<file path="config.mk">
export PLATFORM = sky130hd
export DESIGN_NAME = usb_out_pingpong
export DESIGN_NICKNAME = d
export VERILOG_FILES = /design/src/rtl/ob_pkg.sv /design/src/rtl/ob_regs.sv /design/src/rtl/ob_rx_engine.sv /design/src/rtl/ob_bank_ctrl.sv /design/src/rtl/usb_out_pingpong.sv
export SDC_FILE = /design/constraint.sdc
export NUM_CORES = 1
export LEC_CHECK = 0
export BUFFER_PORTS_ARGS = -buffer_cell sky130_fd_sc_hd__buf_2
export CORE_UTILIZATION = 52
export DETAILED_ROUTE_END_ITERATION = 8
export GPL_ROUTABILITY_DRIVEN = 0
export GPL_TIMING_DRIVEN = 0
export HOLD_SLACK_MARGIN = 0.15
export PLACE_DENSITY = 0.76
export SLEW_MARGIN = 20
export SYNTH_ARGS = -nofsm -noshare
export SYNTH_HDL_FRONTEND = slang
export SYNTH_HIERARCHICAL = 1
export SYNTH_SLANG_ARGS = --single-unit
</file>
<file path="constraint.sdc">
create_clock -name clk -period 3.2 [get_ports clk]
set_input_delay 0.32 -clock clk [delete_from_list [all_inputs] [get_ports clk]]
set_output_delay 0.32 -clock clk [all_outputs]
set_load 0.02 [all_outputs]
</file>
<file path="src/rtl/ob_pkg.sv">
package ob_pkg;
  localparam int CPU_AW = 3;
  localparam int CPU_DW = 32;
  localparam int BYTE_W = 8;
  localparam int NBANK  = 2;
  localparam logic [CPU_AW-1:0] A_CFG   = 3'd0;
  localparam logic [CPU_AW-1:0] A_STAT  = 3'd1;
  localparam logic [CPU_AW-1:0] A_BASE0 = 3'd2;
  localparam int HI_FIELD = 16;
endpackage

</file>
<file path="src/rtl/ob_regs.sv">
module ob_regs
  import ob_pkg::*;
#(
  parameter int ADDR_W = 10,
  parameter int CNT_W  = 10
) (
  input  logic                        clk,
  input  logic                        rst,
  input  logic                        cpu_we,
  input  logic [CPU_AW-1:0]           cpu_addr,
  input  logic [CPU_DW-1:0]           cpu_wdata,
  output logic [CPU_DW-1:0]           cpu_rdata,
  output logic                        cfg_ie,
  output logic                        cfg_multi,
  output logic [CNT_W-1:0]            cfg_ep_size,
  output logic [NBANK-1:0][ADDR_W-1:0] bank_base,
  output logic [NBANK-1:0][CNT_W-1:0]  bank_msize,
  output logic [NBANK-1:0]            sw_cnt_we,
  output logic [CNT_W-1:0]            sw_cnt_data,
  output logic                        clr_rx,
  output logic                        free_req,
  input  logic                        rx_flag,
  input  logic                        busy,
  input  logic                        cur_bank,
  input  logic [NBANK-1:0]            bank_valid,
  input  logic [NBANK-1:0][CNT_W-1:0]  bank_count
);
  logic stat_wr;
  logic [CPU_DW-1:0] rd_next;

  assign stat_wr     = cpu_we && (cpu_addr == A_STAT);
  assign clr_rx      = stat_wr && cpu_wdata[0];
  assign free_req    = stat_wr && cpu_wdata[1];
  assign sw_cnt_data = cpu_wdata[CNT_W-1:0];

  always_ff @(posedge clk) begin
    if (rst) begin
      cfg_ie      <= 1'b0;
      cfg_multi   <= 1'b0;
      cfg_ep_size <= '0;
    end else if (cpu_we && cpu_addr == A_CFG) begin
      cfg_ie      <= cpu_wdata[0];
      cfg_multi   <= cpu_wdata[1];
      cfg_ep_size <= cpu_wdata[HI_FIELD +: CNT_W];
    end
  end

  for (genvar b = 0; b < NBANK; b++) begin : g_desc
    localparam logic [CPU_AW-1:0] A_B = CPU_AW'(A_BASE0 + 2*b);
    localparam logic [CPU_AW-1:0] A_D = CPU_AW'(A_BASE0 + 2*b + 1);
    assign sw_cnt_we[b] = cpu_we && (cpu_addr == A_D);
    always_ff @(posedge clk) begin
      if (rst) begin
        bank_base[b]  <= '0;
        bank_msize[b] <= '0;
      end else if (cpu_we) begin
        if (cpu_addr == A_B) bank_base[b]  <= cpu_wdata[ADDR_W-1:0];
        if (cpu_addr == A_D) bank_msize[b] <= cpu_wdata[HI_FIELD +: CNT_W];
      end
    end
  end

  always_comb begin
    rd_next = '0;
    case (cpu_addr)
      A_CFG: begin
        rd_next[0] = cfg_ie;
        rd_next[1] = cfg_multi;
        rd_next[HI_FIELD +: CNT_W] = cfg_ep_size;
      end
      A_STAT: begin
        rd_next[0]   = rx_flag;
        rd_next[1]   = busy;
        rd_next[2]   = cur_bank;
        rd_next[4:3] = bank_valid;
      end
      3'd2: rd_next[ADDR_W-1:0] = bank_base[0];
      3'd3: begin
        rd_next[CNT_W-1:0]         = bank_count[0];
        rd_next[HI_FIELD +: CNT_W] = bank_msize[0];
      end
      3'd4: rd_next[ADDR_W-1:0] = bank_base[1];
      3'd5: begin
        rd_next[CNT_W-1:0]         = bank_count[1];
        rd_next[HI_FIELD +: CNT_W] = bank_msize[1];
      end
      default: rd_next = '0;
    endcase
  end

  always_ff @(posedge clk) begin
    if (rst) cpu_rdata <= '0;
    else     cpu_rdata <= rd_next;
  end
endmodule

</file>
<file path="src/rtl/ob_rx_engine.sv">
module ob_rx_engine
  import ob_pkg::*;
#(
  parameter int ADDR_W = 10,
  parameter int CNT_W  = 10
) (
  input  logic                        clk,
  input  logic                        rst,
  input  logic                        rx_sop,
  input  logic                        rx_byte_vld,
  input  logic [BYTE_W-1:0]           rx_byte,
  input  logic                        rx_eop,
  input  logic                        cfg_multi,
  input  logic [CNT_W-1:0]            cfg_ep_size,
  input  logic [NBANK-1:0][ADDR_W-1:0] bank_base,
  input  logic [NBANK-1:0][CNT_W-1:0]  bank_msize,
  input  logic [NBANK-1:0]            sw_cnt_we,
  input  logic [CNT_W-1:0]            sw_cnt_data,
  input  logic                        host_bank,
  input  logic                        host_full,
  output logic [NBANK-1:0][CNT_W-1:0]  bank_count,
  output logic                        bank_done,
  output logic                        rx_nak,
  output logic                        ram_we,
  output logic [ADDR_W-1:0]           ram_addr,
  output logic [BYTE_W-1:0]           ram_wdata
);
  logic             active;
  logic [CNT_W-1:0] pkt_len;
  logic             accept;
  logic             take_byte;
  logic             cnt_clr;
  logic             short_pkt;
  logic             bank_full;

  assign accept    = rx_sop && !host_full;
  assign take_byte = active && rx_byte_vld && !rx_sop;
  assign cnt_clr   = accept && !cfg_multi;
  assign short_pkt = pkt_len < cfg_ep_size;
  assign bank_full = bank_count[host_bank] >= bank_msize[host_bank];
  assign bank_done = active && !rx_sop && !rx_byte_vld && rx_eop &&
                     (!cfg_multi || short_pkt || bank_full);

  always_ff @(posedge clk) begin
    if (rst) begin
      active    <= 1'b0;
      pkt_len   <= '0;
      rx_nak    <= 1'b0;
      ram_we    <= 1'b0;
      ram_addr  <= '0;
      ram_wdata <= '0;
    end else begin
      rx_nak <= 1'b0;
      ram_we <= 1'b0;
      if (rx_sop) begin
        active  <= accept;
        rx_nak  <= host_full;
        pkt_len <= '0;
      end else if (take_byte) begin
        ram_we    <= 1'b1;
        ram_addr  <= bank_base[host_bank] + ADDR_W'(bank_count[host_bank]);
        ram_wdata <= rx_byte;
        pkt_len   <= pkt_len + 1'b1;
      end else if (rx_eop) begin
        active <= 1'b0;
      end
    end
  end

  for (genvar b = 0; b < NBANK; b++) begin : g_cnt
    logic mine;
    assign mine = (host_bank == 1'(b));
    always_ff @(posedge clk) begin
      if (rst)                    bank_count[b] <= '0;
      else if (cnt_clr && mine)   bank_count[b] <= '0;
      else if (take_byte && mine) bank_count[b] <= bank_count[b] + 1'b1;
      else if (sw_cnt_we[b])      bank_count[b] <= sw_cnt_data;
    end
  end
endmodule

</file>
<file path="src/rtl/ob_bank_ctrl.sv">
module ob_bank_ctrl
  import ob_pkg::*;
(
  input  logic             clk,
  input  logic             rst,
  input  logic             bank_done,
  input  logic             clr_rx,
  input  logic             free_req,
  input  logic             cfg_ie,
  output logic [NBANK-1:0] bank_valid,
  output logic             host_bank,
  output logic             cur_bank,
  output logic             rx_flag,
  output logic             busy,
  output logic             irq
);
  logic             free_ok;
  logic             recheck;
  logic             set_rx;
  logic [NBANK-1:0] valid_nx;

  assign busy    = bank_valid[cur_bank];
  assign free_ok = free_req && busy;
  assign set_rx  = (bank_done && host_bank == cur_bank) ||
                   (recheck && bank_valid[cur_bank]);

  always_comb begin
    valid_nx = bank_valid;
    if (bank_done) valid_nx[host_bank] = 1'b1;
    if (free_ok)   valid_nx[cur_bank]  = 1'b0;
  end

  always_ff @(posedge clk) begin
    if (rst) begin
      bank_valid <= '0;
      host_bank  <= 1'b0;
      cur_bank   <= 1'b0;
      rx_flag    <= 1'b0;
      recheck    <= 1'b0;
      irq        <= 1'b0;
    end else begin
      bank_valid <= valid_nx;
      recheck    <= free_ok;
      irq        <= rx_flag && cfg_ie;
      if (bank_done) host_bank <= ~host_bank;
      if (free_ok)   cur_bank  <= ~cur_bank;
      if (set_rx)      rx_flag <= 1'b1;
      else if (clr_rx) rx_flag <= 1'b0;
    end
  end
endmodule

</file>
<file path="src/rtl/usb_out_pingpong.sv">
module usb_out_pingpong
  import ob_pkg::*;
#(
  parameter int ADDR_W = 10,
  parameter int CNT_W  = 10
) (
  input  logic              clk,
  input  logic              rst,
  input  logic              rx_sop,
  input  logic              rx_byte_vld,
  input  logic [7:0]        rx_byte,
  input  logic              rx_eop,
  output logic              rx_nak,
  output logic              ram_we,
  output logic [ADDR_W-1:0] ram_addr,
  output logic [7:0]        ram_wdata,
  input  logic              cpu_we,
  input  logic [2:0]        cpu_addr,
  input  logic [31:0]       cpu_wdata,
  output logic [31:0]       cpu_rdata,
  output logic              irq
);
  logic                         cfg_ie, cfg_multi;
  logic [CNT_W-1:0]             cfg_ep_size;
  logic [NBANK-1:0][ADDR_W-1:0] bank_base;
  logic [NBANK-1:0][CNT_W-1:0]  bank_msize;
  logic [NBANK-1:0][CNT_W-1:0]  bank_count;
  logic [NBANK-1:0]             sw_cnt_we;
  logic [CNT_W-1:0]             sw_cnt_data;
  logic                         clr_rx, free_req;
  logic                         rx_flag, busy, cur_bank, host_bank;
  logic [NBANK-1:0]             bank_valid;
  logic                         bank_done;

  ob_regs #(.ADDR_W(ADDR_W), .CNT_W(CNT_W)) u_regs (
    .clk, .rst, .cpu_we, .cpu_addr, .cpu_wdata, .cpu_rdata,
    .cfg_ie, .cfg_multi, .cfg_ep_size, .bank_base, .bank_msize,
    .sw_cnt_we, .sw_cnt_data, .clr_rx, .free_req,
    .rx_flag, .busy, .cur_bank, .bank_valid, .bank_count
  );

  ob_rx_engine #(.ADDR_W(ADDR_W), .CNT_W(CNT_W)) u_rx (
    .clk, .rst, .rx_sop, .rx_byte_vld, .rx_byte, .rx_eop,
    .cfg_multi, .cfg_ep_size, .bank_base, .bank_msize,
    .sw_cnt_we, .sw_cnt_data, .host_bank,
    .host_full(bank_valid[host_bank]),
    .bank_count, .bank_done, .rx_nak, .ram_we, .ram_addr, .ram_wdata
  );

  ob_bank_ctrl u_bank (
    .clk, .rst, .bank_done, .clr_rx, .free_req, .cfg_ie,
    .bank_valid, .host_bank, .cur_bank, .rx_flag, .busy, .irq
  );
endmodule

</file>
==> out/results.ini, run 1 <==
[finish]
antenna_cells=0
most-common-layout-cells=176 x nand2_1, 129 x dfxtp_1, 89 x a21oi_1, 85 x buf_2, 39 x nor2_1
final_nets=1045
drive_above_1_share_pct=21.80
layout_commonest_cell=nand2_1
fill_cells=1138
design_area_sq_um=8521
areaGrowthSynthToFinish_pct=19.83

[synth]
syn-instance-count=845
synth_seq_area_share_pct=36.60
synth_area_sq_um=7111
synth_flop_cell=dfxtp_1
ys_types=72
synthSimpleGateAreaFrac_pct=23.02
synthArstFlopShare_pct=0
synth_seq_cells=130
synth_top_family_by_area=simple AND/OR/NAND/NOR gates
avgSynthCellArea_sq_um=8.415
synth_xor_area_share_pct=2.094
synthMuxAreaShare_pct=8.605
synth_fa_ha_area_share_pct=5.736
synth_edf_count=0
synth_compound_area_share_pct=16.56
yosysWarnings=6

[setup_path]
cp-end-kind=register
cp_max_fo=10
cp-start-kind=register
worst_path_max_delay_cell=dfxtp_2
crit_chain=buf_6 -> clkbuf_4 -> mux2_2 -> ha_1 -> fa_1 -> a21o_1 -> a21oi_2 -> o21ai_1 -> mux2i_1 -> a311o_1
worst-path-buf-inv=2
path_delay_family=compound AO/OA/AOI/OAI gates
cp.arrival_ps=3330
path_class=reg2reg
critPathRequiredTime_ps=3520
cp_slowest_stage_delay_ps=450

[floorplanning]
fp.dieW_microns=118.9
rows=42
die_y_microns=118.9
initial_core_util_pct=53.48
fp.coreArea_sq_um=13300
dieArea_sq_um=14150
io_pins=102

[pwr]
p_sw_uw=996.7
cellPowerDensity_nw_per_um2=476.0
p_int_mw=3.059
p_seq_share_pct=41.3
peakVddDrop_mv=0.3307
p_clk_share_pct=49.6
p_leak_nw=3.433
p_sw_share_pct=24.57
p_comb_share_pct=9.1

[clock_network]
clkTransAtPathRegs_ps=60
clockRootBuffer=clkbuf_16
clock_latency_ps=430
cts_tree=yes
htreeDepth=4
cts_setup_buffers=0
clockBufferDepth=2
clock_sinks=130
cts_buffers=17

[sta]
layout_setup_ws_ps=184.3
setup_tns_ps=0
period_share_pct=94.24
relSlewSlack_pct=54.73
tightest_slew_ps=679.1
max_freq_ghz=0.3316
finClkSkew_ps=6.484
finalSetupViolCount=0
final.min_clock_period_ps=3016
finalHoldViolations=0
rsz0062_at_grt=false
finalHoldWorstSlack_ps=156.7
finalMaxSlewViolations=0

[detailed_routing]
post_drt_wl_per_cell_microns=17.70
drtIter0Drc=610
via_per_inst=5.739
drtAntennaViolNets=0
vias=6617
wirelength_microns=20400
dr.pass1.iters=5
route.detailed.drc=0

[global_route]
met2_usage_pct=46.86
grt_pass1_wl_microns=32240
grt_pass1_vias=6250
grt.busiest_layer=met2
gr-usage-met3_pct=6.466
track_usage_pct=29.73
antenna_found_initial=0
grt_max_degree=17
overflow=0
grtUsageMet1_pct=37.81

[run_status]
status=finished clean

[worst_hold_path]
hold_path.class=in2reg

[place]
pre_cts_ws_ps=-123.7
dpl-instance-area_sq_um=7752
port_buffers=76
dp_hpwl_microns=14530

[job]
maxCapViolCount=0

[cell type report]
type                    count  area, sq um  area share (%)
multi-input cells         636         4039           47.40
flip-flops and latches    130         2604           30.56
repair buffers             89        510.5           5.991
clock buffers              20        456.7           5.360
plain buffers              69        454.2           5.330
well taps                 176        220.2           2.584
clock inverters            12        157.7           1.850
inverters                  21        78.83          0.9251
[registers in the layout, summed over array words and instances, names as in the netlist, 2 cells and up]
signal / flops
u_rx/ram_addr: 10
u_bank/bank_valid: 2
u_rx/ram_wdata: 8
u_rx/bank_count: 20
u_regs/cpu_rdata: 20
u_regs/bank_base: 20
u_rx/pkt_len: 10
u_regs/cfg_ep_size: 10
u_regs/bank_msize: 20
[worst paths after layout]
path,end,slack [ps],start,cells after the start
worst min register to register,u_rx/ram_addr[0],450,u_rx/ram_addr[0],2
worst max register to register,u_rx/ram_addr[6],180,u_bank/host_bank,10
worst min-delay path,u_regs/bank_base[4],160,cpu_wdata[4],3
worst max-delay path,u_rx/ram_addr[6],180,u_bank/host_bank,10
[through the flow]
step | utilization (%) | std cells | power, mW
2_1_floorplan | - | 856 | 1.935
3_3_place_gp | 58.31 | 1108 | 2.052
3_5_place_dp | 58.31 | 1108 | 2.056
4_1_cts | 63.94 | 1153 | 4.066
5_1_grt | 64.09 | 1153 | 4.189
6_report | 64.09 | 1153 | 4.056
[worst min-delay path, stage by stage]
cell     delay [ps]
buf_2           120
nand2_1          50
a21oi_1          50
[repair_timing]
| item | CTS | global route |
|---|---|---|
| gates cloned | 0 | 0 |
| endpoints found under the setup margin | 3 | 7 |
| pin swaps | 0 | 0 |
| endpoints found under the hold margin | 17 | 0 |
| resized for setup | 2 | 7 |
| hold buffers | 13 | 0 |
[cells by family (layout without fill, tap and decap cells)]
group / Yosys count / count (layout)
and+or+nand+nor: 328 / 328
AOI/OAI and AO/OA: 191 / 191
DFF: 130 / 130
buffers and inverters: 90 / 211
muxes: 56 / 56
adders and majority gates: 32 / 32
xor gates and xnor gates: 17 / 17
other: 1 / 12
[power by group through the flow]
stage	Clock (mW)	Combinational, mW	Sequential [mW]
6_report	2.01	0.370	1.68
5_1_grt	2.11	0.398	1.68
4_1_cts	2.03	0.361	1.67
3_5_place_dp	0	0.346	1.71
3_3_place_gp	0	0.343	1.71
2_1_floorplan	0	0.225	1.71
[per-layer routing]
metal	vias to the layer above	part of all wire, %
li1	3190	-
met1	3095	43
met2	271	46
met3	61	6.4
met4	0	4.4
met5	-	0
[synthesized netlist by cell type, types with 4 or more instances]
cell type / count / area, sq um
xor2_1: 7 / 61.31
mux2_2: 23 / 259.0
o22a_1: 5 / 43.79
nor4_1: 8 / 50.05
a211oi_1: 23 / 172.7
o21a_1: 4 / 30.03
o21ai_0: 27 / 135.1
ha_1: 31 / 387.9
nand2b_1: 6 / 37.54
and3_1: 9 / 56.30
buf_1: 4 / 15.01
a31oi_1: 4 / 25.02
or3_1: 4 / 25.02
buf_2: 12 / 60.06
buf_6: 7 / 78.83
nand4_1: 5 / 31.28
nand3_1: 9 / 45.04
o211ai_1: 4 / 30.03
xnor2_1: 10 / 87.58
mux2i_1: 30 / 300.3
dfxtp_1: 130 / 2603
a21o_1: 6 / 45.04
nor3b_1: 13 / 97.59
and4_1: 4 / 35.03
nor3_1: 15 / 75.07
nor2_1: 39 / 146.4
buf_4: 31 / 232.7
clkbuf_1: 15 / 56.30
and3_2: 6 / 45.04
nand2_1: 176 / 660.6
inv_1: 21 / 78.83
a21oi_1: 90 / 450.4
a221oi_1: 6 / 52.55
nand4b_1: 4 / 35.03
Power figures use the tool's default switching activity.
==> inputs of run 2 (changes only) <==
--- a/config.mk
+++ b/config.mk
@@ -6,12 +6,12 @@
 export NUM_CORES = 1
 export LEC_CHECK = 0
 export BUFFER_PORTS_ARGS = -buffer_cell sky130_fd_sc_hd__buf_2
-export CORE_UTILIZATION = 52
+export CORE_UTILIZATION = 58
 export DETAILED_ROUTE_END_ITERATION = 8
 export GPL_ROUTABILITY_DRIVEN = 0
 export GPL_TIMING_DRIVEN = 0
 export HOLD_SLACK_MARGIN = 0.15
-export PLACE_DENSITY = 0.76
+export PLACE_DENSITY = 0.81
 export SLEW_MARGIN = 20
 export SYNTH_ARGS = -nofsm -noshare
 export SYNTH_HDL_FRONTEND = slang
==> constraint.sdc (replaced) <==
create_clock -name clk -period 3.3 [get_ports clk]
set_input_delay 0.33 -clock clk [delete_from_list [all_inputs] [get_ports clk]]
set_output_delay 0.33 -clock clk [all_outputs]
set_load 0.02 [all_outputs]
==> out/results.ini, run 2 (synthesis results as in run 1) <==
[pwr]
p_comb_share_pct=9.0
p_leak_nw=3.419
cellPowerDensity_nw_per_um2=466.5
p_sw_share_pct=23.78
p_int_mw=2.995
p_seq_share_pct=41.4
p_clk_share_pct=49.7
p_sw_uw=934.4
peakVddDrop_mv=0.4158

[sta]
rsz0062_at_grt=false
tightest_slew_ps=653.5
finalMaxSlewViolations=0
finalHoldViolations=0
finalSetupViolCount=0
max_freq_ghz=0.3175
relSlewSlack_pct=56.43
finClkSkew_ps=10.93
period_share_pct=95.45
final.min_clock_period_ps=3150
setup_tns_ps=0

[detailed_routing]
wl_met3_microns=1619
dr.pass1.iters=7
vias=6697
routed.top_layer=met4
post_drt_wl_per_cell_microns=17.92
drtIter0Drc=804
route.detailed.drc=0
wl_met2_microns=9546
routedLengthMet1_microns=8085
wirelength_microns=20050
via_per_inst=5.985
drtAntennaViolNets=0

[finish]
multi_input_area_sq_um=4031
postLayoutCoreUtil_pct=70.42
most-common-layout-cells=176 x nand2_1, 129 x dfxtp_1, 90 x a21oi_1, 85 x buf_2, 39 x nor2_1
final_nets=1040
layout_commonest_cell=nand2_1
areaGrowthSynthToFinish_pct=18.46
seq_area_sq_um=2604
antenna_cells=0
design_area_sq_um=8423
drive_above_1_share_pct=21.71
fill_cells=973

[run_status]
status=finished clean

[setup_path]
rr_worst_depth=11
r2r-end=u_rx/ram_addr[6]
cp.arrival_ps=3460
regToRegSetupSlack_ps=150
cp-start-kind=register
path_class=reg2reg
r2r-start=u_bank/host_bank
crit_start=u_bank/host_bank
critPathRequiredTime_ps=3610
crit_end=u_rx/ram_addr[6]
cp_max_fo=10
cp-end-kind=register

[clock_network]
clockRootBuffer=clkbuf_16
htreeDepth=4
clock_sinks=130
cts_tree=yes
clockBufferDepth=2
cts_setup_buffers=0
cts_buffers=17
clkTransAtPathRegs_ps=60
clock_latency_ps=430

[floorplanning]
die_y_microns=112.7
dieArea_sq_um=12710
rows=40
fp.coreArea_sq_um=11960
initial_core_util_pct=59.45
fp.dieW_microns=112.7
io_pins=102

[job]
maxCapViolCount=0

[global_route]
track_usage_pct=32.18
overflow=0
antenna_found_initial=0
grt_max_degree=17
grt_pass1_vias=6147
grt_pass1_wl_microns=31090

[place]
dp_hpwl_microns=14090
dpl-instance-area_sq_um=7716
port_buffers=76

[worst_hold_path]
hold_path.class=in2reg

==> run 2: changes by cell type in the layout (fill, tap and decap cells not counted), moves of 2 or more <==
| cell | before | now |
|---|---|---|
| dlygate4sd3_1 | 13 | 8 |
| clkbuf_4 | 1 | 3 |
| clkbuf_8 | 2 | 4 |
| clkinv_4 | 4 | 0 |
| clkinv_2 | 2 | 5 |
==> run 2: power by group through the flow <==
| stage | Combinational, mW | Clock, mW | Sequential, mW |
|---|---|---|---|
| floorplan | 0.218 | 0 | 1.66 |
| global placement | 0.330 | 0 | 1.66 |
| detailed placement | 0.333 | 0 | 1.66 |
| CTS | 0.344 | 1.96 | 1.62 |
| global route | 0.378 | 2.03 | 1.63 |
| finish | 0.353 | 1.95 | 1.63 |
==> run 2: worst min path at each step <==
stage	from	cells past startpoint	slack [ps]	endpoint
floorplan	rst	1	390	u_bank/rx_flag
global placement	u_bank/recheck	2	430	u_bank/rx_flag
detailed placement	u_rx/ram_addr[3]	2	440	u_rx/ram_addr[3]
CTS	cpu_wdata[22]	3	160	u_regs/cfg_ep_size[6]
global route	cpu_wdata[22]	3	160	u_regs/cfg_ep_size[6]
finish	cpu_wdata[22]	3	170	u_regs/bank_msize[6]
==> run 2: area by class of cell <==
cell class / instances / share of cell area, %
plain buffers: 69 / 5.348
clock buffers: 22 / 5.749
clock inverters: 10 / 1.545
inverters: 21 / 0.9358
multi-input cells: 636 / 47.86
flip-flops and latches: 130 / 30.91
well taps: 147 / 2.184
repair buffers: 84 / 5.466
==> run 2: through the flow <==
step | setup WS [ps] | instances | hold slack [ps] | power (mW)
4_1_cts | 97.32 | 1119 | 157.5 | 3.931
5_1_grt | 14.31 | 1119 | 164.0 | 4.040
3_3_place_gp | 9.052 | 1079 | 433.7 | 1.987
6_report | 150.1 | 1119 | 172.8 | 3.930
3_5_place_dp | 17.42 | 1079 | 441.9 | 1.991
2_1_floorplan | 356.8 | 856 | 392.4 | 1.877
==> run 2: critical path, stage by stage, from the launching register on <==
cell      delay (ps)
dfxtp_2          440
buf_4            250
clkbuf_4         280
mux2i_2          280
inv_1             90
ha_1             230
fa_1             430
a21o_1           210
a21oi_1          270
o21ai_1          140
mux2i_1          130
a311o_1          310
==> run 2: timing repair <==
item | CTS | global route
hold buffers | 8 | 0
gates resized for setup | 1 | 4
hold endpoints to repair | 8 | 0
endpoints found under the setup margin | 2 | 3
==> run 2: per-layer routing <==
metal | GRT usage [%] | up-vias
li1 | - | 3184
met1 | 38.82 | 3138
met2 | 53.54 | 315
met3 | 7.766 | 60
met4 | 16.53 | 0
met5 | 0 | -
